==> src/rtl/strap_pkg.sv <==
package strap_pkg;
  typedef enum logic {
    MODE_INDIV = 1'b0,
    MODE_GANG  = 1'b1
  } pwr_mode_e;
endpackage

==> src/rtl/strap_seq_timer.sv <==
module strap_seq_timer #(
  parameter int SAMPLE_CYC = 240,
  parameter int VOTES      = 5,
  parameter int SWITCH_CYC = 600000
) (
  input  logic clk_i,
  input  logic rst_ni,
  output logic sample_o,
  output logic latch_o,
  output logic out_phase_o
);
  localparam int CW = $clog2(SWITCH_CYC + 1);
  localparam logic [CW-1:0] WIN_LO   = CW'(SAMPLE_CYC - VOTES);
  localparam logic [CW-1:0] WIN_HI   = CW'(SAMPLE_CYC - 1);
  localparam logic [CW-1:0] LATCH_AT = CW'(SAMPLE_CYC);
  localparam logic [CW-1:0] OUT_AT   = CW'(SWITCH_CYC - 1);
  localparam logic [CW-1:0] CNT_MAX  = CW'(SWITCH_CYC);

  logic [CW-1:0] cnt_q;
  logic          out_q;

  always_ff @(posedge clk_i or negedge rst_ni) begin
    if (!rst_ni) begin
      cnt_q <= '0;
      out_q <= 1'b0;
    end else begin
      if (cnt_q != CNT_MAX) cnt_q <= cnt_q + 1'b1;
      if (cnt_q == OUT_AT)  out_q <= 1'b1;
    end
  end

  assign sample_o    = (cnt_q >= WIN_LO) && (cnt_q <= WIN_HI);
  assign latch_o     = (cnt_q == LATCH_AT);
  assign out_phase_o = out_q;


  out_phase_sticky_chk: assert property (@(posedge clk_i) disable iff (!rst_ni)
    out_q |=> out_q);


  latch_before_out_chk: assert property (@(posedge clk_i) disable iff (!rst_ni)
    latch_o |-> !out_q);
endmodule

==> src/rtl/strap_voter.sv <==
module strap_voter #(
  parameter int VOTES = 5
) (
  input  logic clk_i,
  input  logic rst_ni,
  input  logic pin_i,
  input  logic sample_i,
  input  logic latch_i,
  output logic mode_o,
  output logic valid_o
);
  localparam int OW = $clog2(VOTES + 1);

  logic [VOTES-1:0] samp_q;
  logic [OW-1:0]    ones;
  logic             mode_q, vld_q, maj;

  always_comb begin
    ones = '0;
    for (int i = 0; i < VOTES; i++) ones = ones + OW'(samp_q[i]);
  end

  assign maj = (int'(ones) * 2) > VOTES;

  always_ff @(posedge clk_i or negedge rst_ni) begin
    if (!rst_ni) begin
      samp_q <= '0;
      mode_q <= strap_pkg::MODE_INDIV;
      vld_q  <= 1'b0;
    end else begin
      if (sample_i) samp_q <= {samp_q[VOTES-2:0], pin_i};
      if (latch_i && !vld_q) begin
        mode_q <= maj;
        vld_q  <= 1'b1;
      end
    end
  end

  assign mode_o  = mode_q;
  assign valid_o = vld_q;


  mode_frozen_chk: assert property (@(posedge clk_i) disable iff (!rst_ni)
    vld_q |=> (vld_q && $stable(mode_q)));
endmodule

==> src/rtl/strap_sync2.sv <==
module strap_sync2 #(
  parameter int STAGES = 2
) (
  input  logic clk_i,
  input  logic rst_ni,
  input  logic d_i,
  output logic q_o
);
  logic [STAGES-1:0] s_q;

  always_ff @(posedge clk_i or negedge rst_ni) begin
    if (!rst_ni) s_q <= '0;
    else         s_q <= {s_q[STAGES-2:0], d_i};
  end

  assign q_o = s_q[STAGES-1];


  sync_latency_chk: assert property (@(posedge clk_i) disable iff (!rst_ni)
    $rose(q_o) |-> $past(d_i, STAGES));
endmodule

==> src/rtl/strap_pin_ctrl.sv <==
module strap_pin_ctrl #(
  parameter int SAMPLE_CYC = 240,
  parameter int VOTES      = 5,
  parameter int SWITCH_CYC = 600000
) (
  input  logic clk_i,
  input  logic rst_ni,
  input  logic pin_i,
  input  logic suspend_i,
  output logic pin_oe_o,
  output logic pin_o,
  output logic gang_mode_o
);
  logic sample, latch, out_phase, mode, mode_vld, susp_s;

  strap_seq_timer #(.SAMPLE_CYC(SAMPLE_CYC), .VOTES(VOTES), .SWITCH_CYC(SWITCH_CYC)) u_timer (
    .clk_i(clk_i), .rst_ni(rst_ni),
    .sample_o(sample), .latch_o(latch), .out_phase_o(out_phase)
  );

  strap_voter #(.VOTES(VOTES)) u_voter (
    .clk_i(clk_i), .rst_ni(rst_ni), .pin_i(pin_i),
    .sample_i(sample), .latch_i(latch),
    .mode_o(mode), .valid_o(mode_vld)
  );

  strap_sync2 #(.STAGES(2)) u_sync (
    .clk_i(clk_i), .rst_ni(rst_ni), .d_i(suspend_i), .q_o(susp_s)
  );

  // gang: high in suspend; individual: low in suspend
  always_comb begin
    if (!out_phase)                       pin_o = 1'b0;
    else if (mode == strap_pkg::MODE_GANG) pin_o = susp_s;
    else                                  pin_o = ~susp_s;
  end

  assign pin_oe_o    = out_phase;
  assign gang_mode_o = mode;


  undriven_low_chk: assert property (@(posedge clk_i) disable iff (!rst_ni)
    !pin_oe_o |-> !pin_o);


  out_needs_mode_chk: assert property (@(posedge clk_i) disable iff (!rst_ni)
    pin_oe_o |-> mode_vld);
endmodule

==> config.mk <==
export PLATFORM = sky130hd
export DESIGN_NAME = strap_pin_ctrl
export DESIGN_NICKNAME = d
export VERILOG_FILES = /design/src/rtl/strap_pkg.sv /design/src/rtl/strap_seq_timer.sv /design/src/rtl/strap_voter.sv /design/src/rtl/strap_sync2.sv /design/src/rtl/strap_pin_ctrl.sv
export SDC_FILE = /design/constraint.sdc
export NUM_CORES = 1
export LEC_CHECK = 0
export BUFFER_PORTS_ARGS = -buffer_cell sky130_fd_sc_hd__buf_2
export CELL_PAD_IN_SITES_DETAIL_PLACEMENT = 0
export CELL_PAD_IN_SITES_GLOBAL_PLACEMENT = 1
export CORE_MARGIN = 2
export CORE_UTILIZATION = 46
export CTS_BUF_LIST = sky130_fd_sc_hd__clkbuf_8
export DETAILED_ROUTE_END_ITERATION = 8
export GPL_ROUTABILITY_DRIVEN = 1
export PLACE_DENSITY_LB_ADDON = 0.3
export SLEW_MARGIN = 15
export SYNTH_ARGS = -nofsm -noshare
export SYNTH_HDL_FRONTEND = slang
export SYNTH_SLANG_ARGS = --single-unit
==> constraint.sdc <==
create_clock -name clk_i -period 2 [get_ports clk_i]
set_input_delay 0.2 -clock clk_i [delete_from_list [all_inputs] [get_ports clk_i]]
set_output_delay 0.2 -clock clk_i [all_outputs]
set_load 0.05 [all_outputs]
Word level (Yosys, flattened, before mapping)
Index checks and enable logic that the tools add are counted.

Bits in registers: 30. Input bits: 4. Output and inout port bits: 3. Word-level logic and storage cells: 23.

$lt $le $gt $ge: 3. Eq/ne operators: 3. Bitwise logic cells: 1. Add/sub/neg operators: 5. Mux-type cells: 2. Reductions and logical operators: 3.

Operators by type and width (count): 20-bit by 1-bit adder with 20-bit output (second input constant) (1); 20-bit == test (second input constant) (1); 20-bit by 8-bit == test with 1-bit output (second input constant) (1); 20-bit by 8-bit >= comparator with 1-bit output (second input constant) (1); 20-bit by 8-bit <= comparator with 1-bit output (second input constant) (1); 20-bit inequality test (second input constant) (1); 3-bit by 1-bit adder with 3-bit output (3); 4-bit by 3-bit > comparator with 1-bit output (second input constant) (1); 1-bit by 1-bit adder with 2-bit output (1); 1-bit logical AND (2); 1-bit two-way mux (2); 1-bit zero test (1); 1-bit NOT (1).

Longest topological paths before layout
Depth after elaboration: 5. Depth in mapped cells: 9.

Cells and area by module
From an unflattened synthesis, not the netlist that was laid out.

Cell total of the unflattened synthesis: 119. Area total of the unflattened synthesis: 1413.9 µm².

By module, submodules not included: strap_seq_timer (cells an instance 91, times used 1, area an instance 1012.2 µm²); strap_voter (cells an instance 24, times used 1, area an instance 336.6 µm²); strap_sync2 (cells an instance 2, times used 1, area an instance 50.0 µm²); strap_pin_ctrl (cells an instance 2, times used 1, area an instance 15.0 µm²).

Worst setup path after synthesis
Ideal clock, no wire load.

Path type: register to register. Start: register u_voter.samp_q[0]. End: register u_voter.mode_q, in the netlist u_voter.mode_o. Required time: 1.875 ns. Cell stages (with the launch flop): 10. Data arrival time: 2.092 ns. Setup slack: -0.216 ns. Setup time: 0.125 ns. Path through: dfrtp_1 -> ha_1 -> inv_1 -> fa_1 -> inv_1 -> ha_1 -> inv_1 -> fa_1 -> o21ai_0 -> mux2_2.

Cells in the longest elaborated chain, start to end: 5.

Ends and longest elaborated chain: start, declared (line strap_voter.sv:14) `logic [VOTES-1:0] samp_q;`; start signal, assigned (line strap_voter.sv:31) `if (sample_i) samp_q <= {samp_q[VOTES-2:0], pin_i};`; 1-bit by 1-bit adder with 2-bit output (line strap_voter.sv:20) `for (int i = 0; i < VOTES; i++) ones = ones + OW'(samp_q[i]);`; 3-bit by 1-bit adder with 3-bit output (3 in a row) (line strap_voter.sv:20); 4-bit by 3-bit > comparator with 1-bit output (line strap_voter.sv:23) `assign maj = (int'(ones) * 2) > VOTES;`; end signal, assigned (line strap_voter.sv:28) `mode_q <= strap_pkg::MODE_INDIV;`; end signal, assigned (line strap_voter.sv:33) `mode_q <= maj;`; end, declared (line strap_voter.sv:16) `logic mode_q, vld_q, maj;`.

No other way between the ends. A chain may end at the register's enable or synchronous reset.

Worst setup path in the final report
Ends and elaborated chain as after synthesis.

==> results.md <==
* Status: finished, violations left
* Failing checks: negative setup slack
* Worst clock skew at 0.00177 ns
* Critical-path cell list: ha_1 -> inv_2 -> fa_1 -> inv_1 -> ha_1 -> inv_1 -> fa_1 -> o21ai_1 -> mux2_2
* Slew headroom at 0.562
* IO buf count at 6
* Total power at 0.00123 W
* GP Congestion at 0.721
* Top FF cell, synth: dfrtp_1
* WP buf/inv at 3
* I/O pin cnt at 7
* Post-place setup slack at -0.298 ns
* GRT overflow at 0
* Vias per inst at 4.92
* Critical Path RT at 2.17 ns
* Post-layout nets at 159
* Initial antenna violation count at 0
* Vias in the first global route at 1008
* Routed Antenna Nets at 0
* CTS max path bufs at 2
* Yosys top cell area share at 0.509
* CP max stage cell: fa_1
* DPL Wire Length at 1.84 mm
* Remaining DRCs at 0
* Gr usage total at 0.170
* Slew Viols, Final at 0
* Chip height at 60.6 um
* Period minus WS final at 2.25 ns
* Cell Area, Synth at 1470 um2
* Die area at 3670 um2
* Worst stage delay on the critical path at 0.47 ns
* Syn avg cell area at 11.9 um2
* Max VDD drop at 0.320 mV
* Fmax achieved at 443 MHz
* Clock Latency Late Sink at 0.28 ns
* Diode count at 0
* EDFF count, synth at 0
* Critical path peak fanout at 2
* Count leader, synth: dfrtp_1
* Vias post-DR at 954
* Crit path launch type: register
* Top cells by count, synth: 30 x dfrtp_1, 13 x xnor2_1, 10 x inv_1
* Final Hold Fails at 0
* Final period util at 1.13
* CORE AREA at 3050 um2
* Netlist cell types at 32
* Top post-synthesis cells by area: dfrtp_1 51%, xnor2_1 7.7%, mux2_4 5.1%, ha_1 3.4%, nand4_1 3.0%
* Yosys reg bits at 30
* MaxCap Viol Count at 0
* Synth Warn # at 0
* DIE WIDTH at 60.6 um
* H-tree lvl count at 2
* Fillers at 272
* Largest net degree at the start of global routing at 31
* RSZ-0062 raised after global routing: true
* Synth area leader: dfrtp_1
* WL per Instance at 13.0 um
* Syn Inst Count at 124
* Post-synth ARST share at 1.00
* Clk sink count at 30
* Layout cells sized above 1 at 0.280
* WP data arrival at 2.42 ns
* Critical setup path kind: register to register
* Syn_nets at 134
* FP Rows at 20
* Root buffer cell: clkbuf_8
* Leak Pwr at 0.870 nW
* DRT iter0 DRCs at 52
* Setup WS post-layout at -0.255 ns
* Hold crit path type: input pin to register
* Slew at the pin with the worst max-slew slack at 0.656 ns
* WL final at 2.52 mm
* # setup viols final at 1
* CTS Buf Count at 5
* Seq/Total Area, Yosys at 0.509
* Worst-path clk slew at 0.06 ns
* CTS tree: built
* Starting Density at 0.483
* Area Overhead vs Synth at 19.7%
* Drt first pass iters at 4
* Setup bufs post-CTS at 0
* Pwr per Cell Area at 694 nW/um2
* Delay-heaviest family, CP: adder cells
* Crit end category: register
* First-pass GRT wire length at 4.49 mm
worst reg2reg max path: cells and delay by family (launching register included):
kind / cells / cell delay [ns]
fa+ha+maj: 4 / 1.29
flops: 1 / 0.38
compound gates: 1 / 0.05
mux: 1 / 0.26
buf+inv: 3 / 0.16
registers in the layout, summed over array words and instances, names as in the netlist:
name                 cells
u_voter.valid_o          1
u_voter.samp_q           5
u_voter.mode_o           1
u_timer.out_phase_o      1
u_sync.s_q               2
u_timer.cnt_q           20
where the power goes:
part           internal, W  total (W)  leakage (nW)  switching [W]
combinational   0.00000786  0.0000225         0.414      0.0000147
clock             0.000366   0.000591        0.0579       0.000225
sequential        0.000610   0.000611         0.398     0.00000130
layout make-up:
cell class	instances	area (um2)	share of cell area
sequential	30	751	0.426
inverter	10	37.5	0.0213
clock inverter	3	40.0	0.0227
clock buffer	5	68.8	0.0390
timing repair buffer	20	138	0.0780
tap	44	55.1	0.0312
multi-input combinational	82	674	0.382
cell usage in the layout (no fill, tap or decap), types with 2 or more instances in the layout:
cell type / instances
clkinv_2: 2
and2_1: 2
buf_4: 13
mux2_4: 5
nand4_1: 7
ha_1: 4
xnor2_1: 13
nor4_1: 2
nor3_1: 3
buf_2: 6
nand2_1: 7
inv_1: 9
dfrtp_1: 30
fa_1: 2
clkbuf_8: 5
xor2_1: 5
and3_1: 5
nand3_1: 4
nor2_1: 4
nand2b_1: 2
mux2_2: 3
routing by layer:
| layer | up-vias | routed length, um | share of wire | global-route usage |
|---|---|---|---|---|
| li1 | 472 | - | - | - |
| met1 | 467 | 1230 | 0.49 | 0.212 |
| met2 | 11 | 1170 | 0.46 | 0.269 |
| met3 | 4 | 79 | 0.031 | 0.0448 |
| met4 | 0 | 35 | 0.014 | 0.0932 |
| met5 | - | 0 | 0 | 0 |
what timing repair did:
item / CTS / global route
setup endpoints to repair: 6 / 3
gates resized for setup: 3 / 0
hold buffers: 1 / 0
endpoints found under the hold margin: 30 / 0
pin swaps: 2 / 3
cells by family (layout without fill, tap and decap cells):
logic type | Yosys count | after routing | share of synthesized area
compound gates | 4 | 4 | 0.0178
xor+xnor | 18 | 18 | 0.107
fa+ha+maj | 6 | 6 | 0.0611
buf+inv | 12 | 38 | 0.0357
flops | 30 | 30 | 0.509
mux | 8 | 8 | 0.0739
simple gates | 46 | 46 | 0.195
per-stage QoR:
| step | area [um2] | TNS, ns | hold WS, ns | utilization | std cells |
|---|---|---|---|---|---|
| after CTS | 1760 | -0.288 | 0.0173 | 0.578 | 194 |
| after floorplan | 1470 | -0.216 | -0.0956 | - | 124 |
| after global routing | 1760 | -0.338 | 0.0180 | 0.578 | 194 |
| final | 1760 | -0.255 | 0.0233 | 0.578 | 194 |
| after global placement | 1640 | -0.258 | 0.256 | 0.538 | 185 |
| after detailed placement | 1640 | -0.398 | 0.271 | 0.538 | 185 |
worst paths after layout:
check | start | endpoint | slack [ns] | depth (start not counted)
max | u_voter.samp_q[0] | u_voter.mode_o | -0.25 | 9
min | suspend_i | u_sync.s_q[0] | 0.02 | 1
max reg2reg | u_voter.samp_q[0] | u_voter.mode_o | -0.25 | 9
min reg2reg | u_sync.s_q[0] | u_sync.s_q[1] | 0.36 | 0
max in group asynchronous | rst_ni | u_timer.cnt_q[8] | 1.08 | 2
min in group asynchronous | rst_ni | u_voter.samp_q[0] | 0.49 | 2
Power figures use the tool's default switching activity.
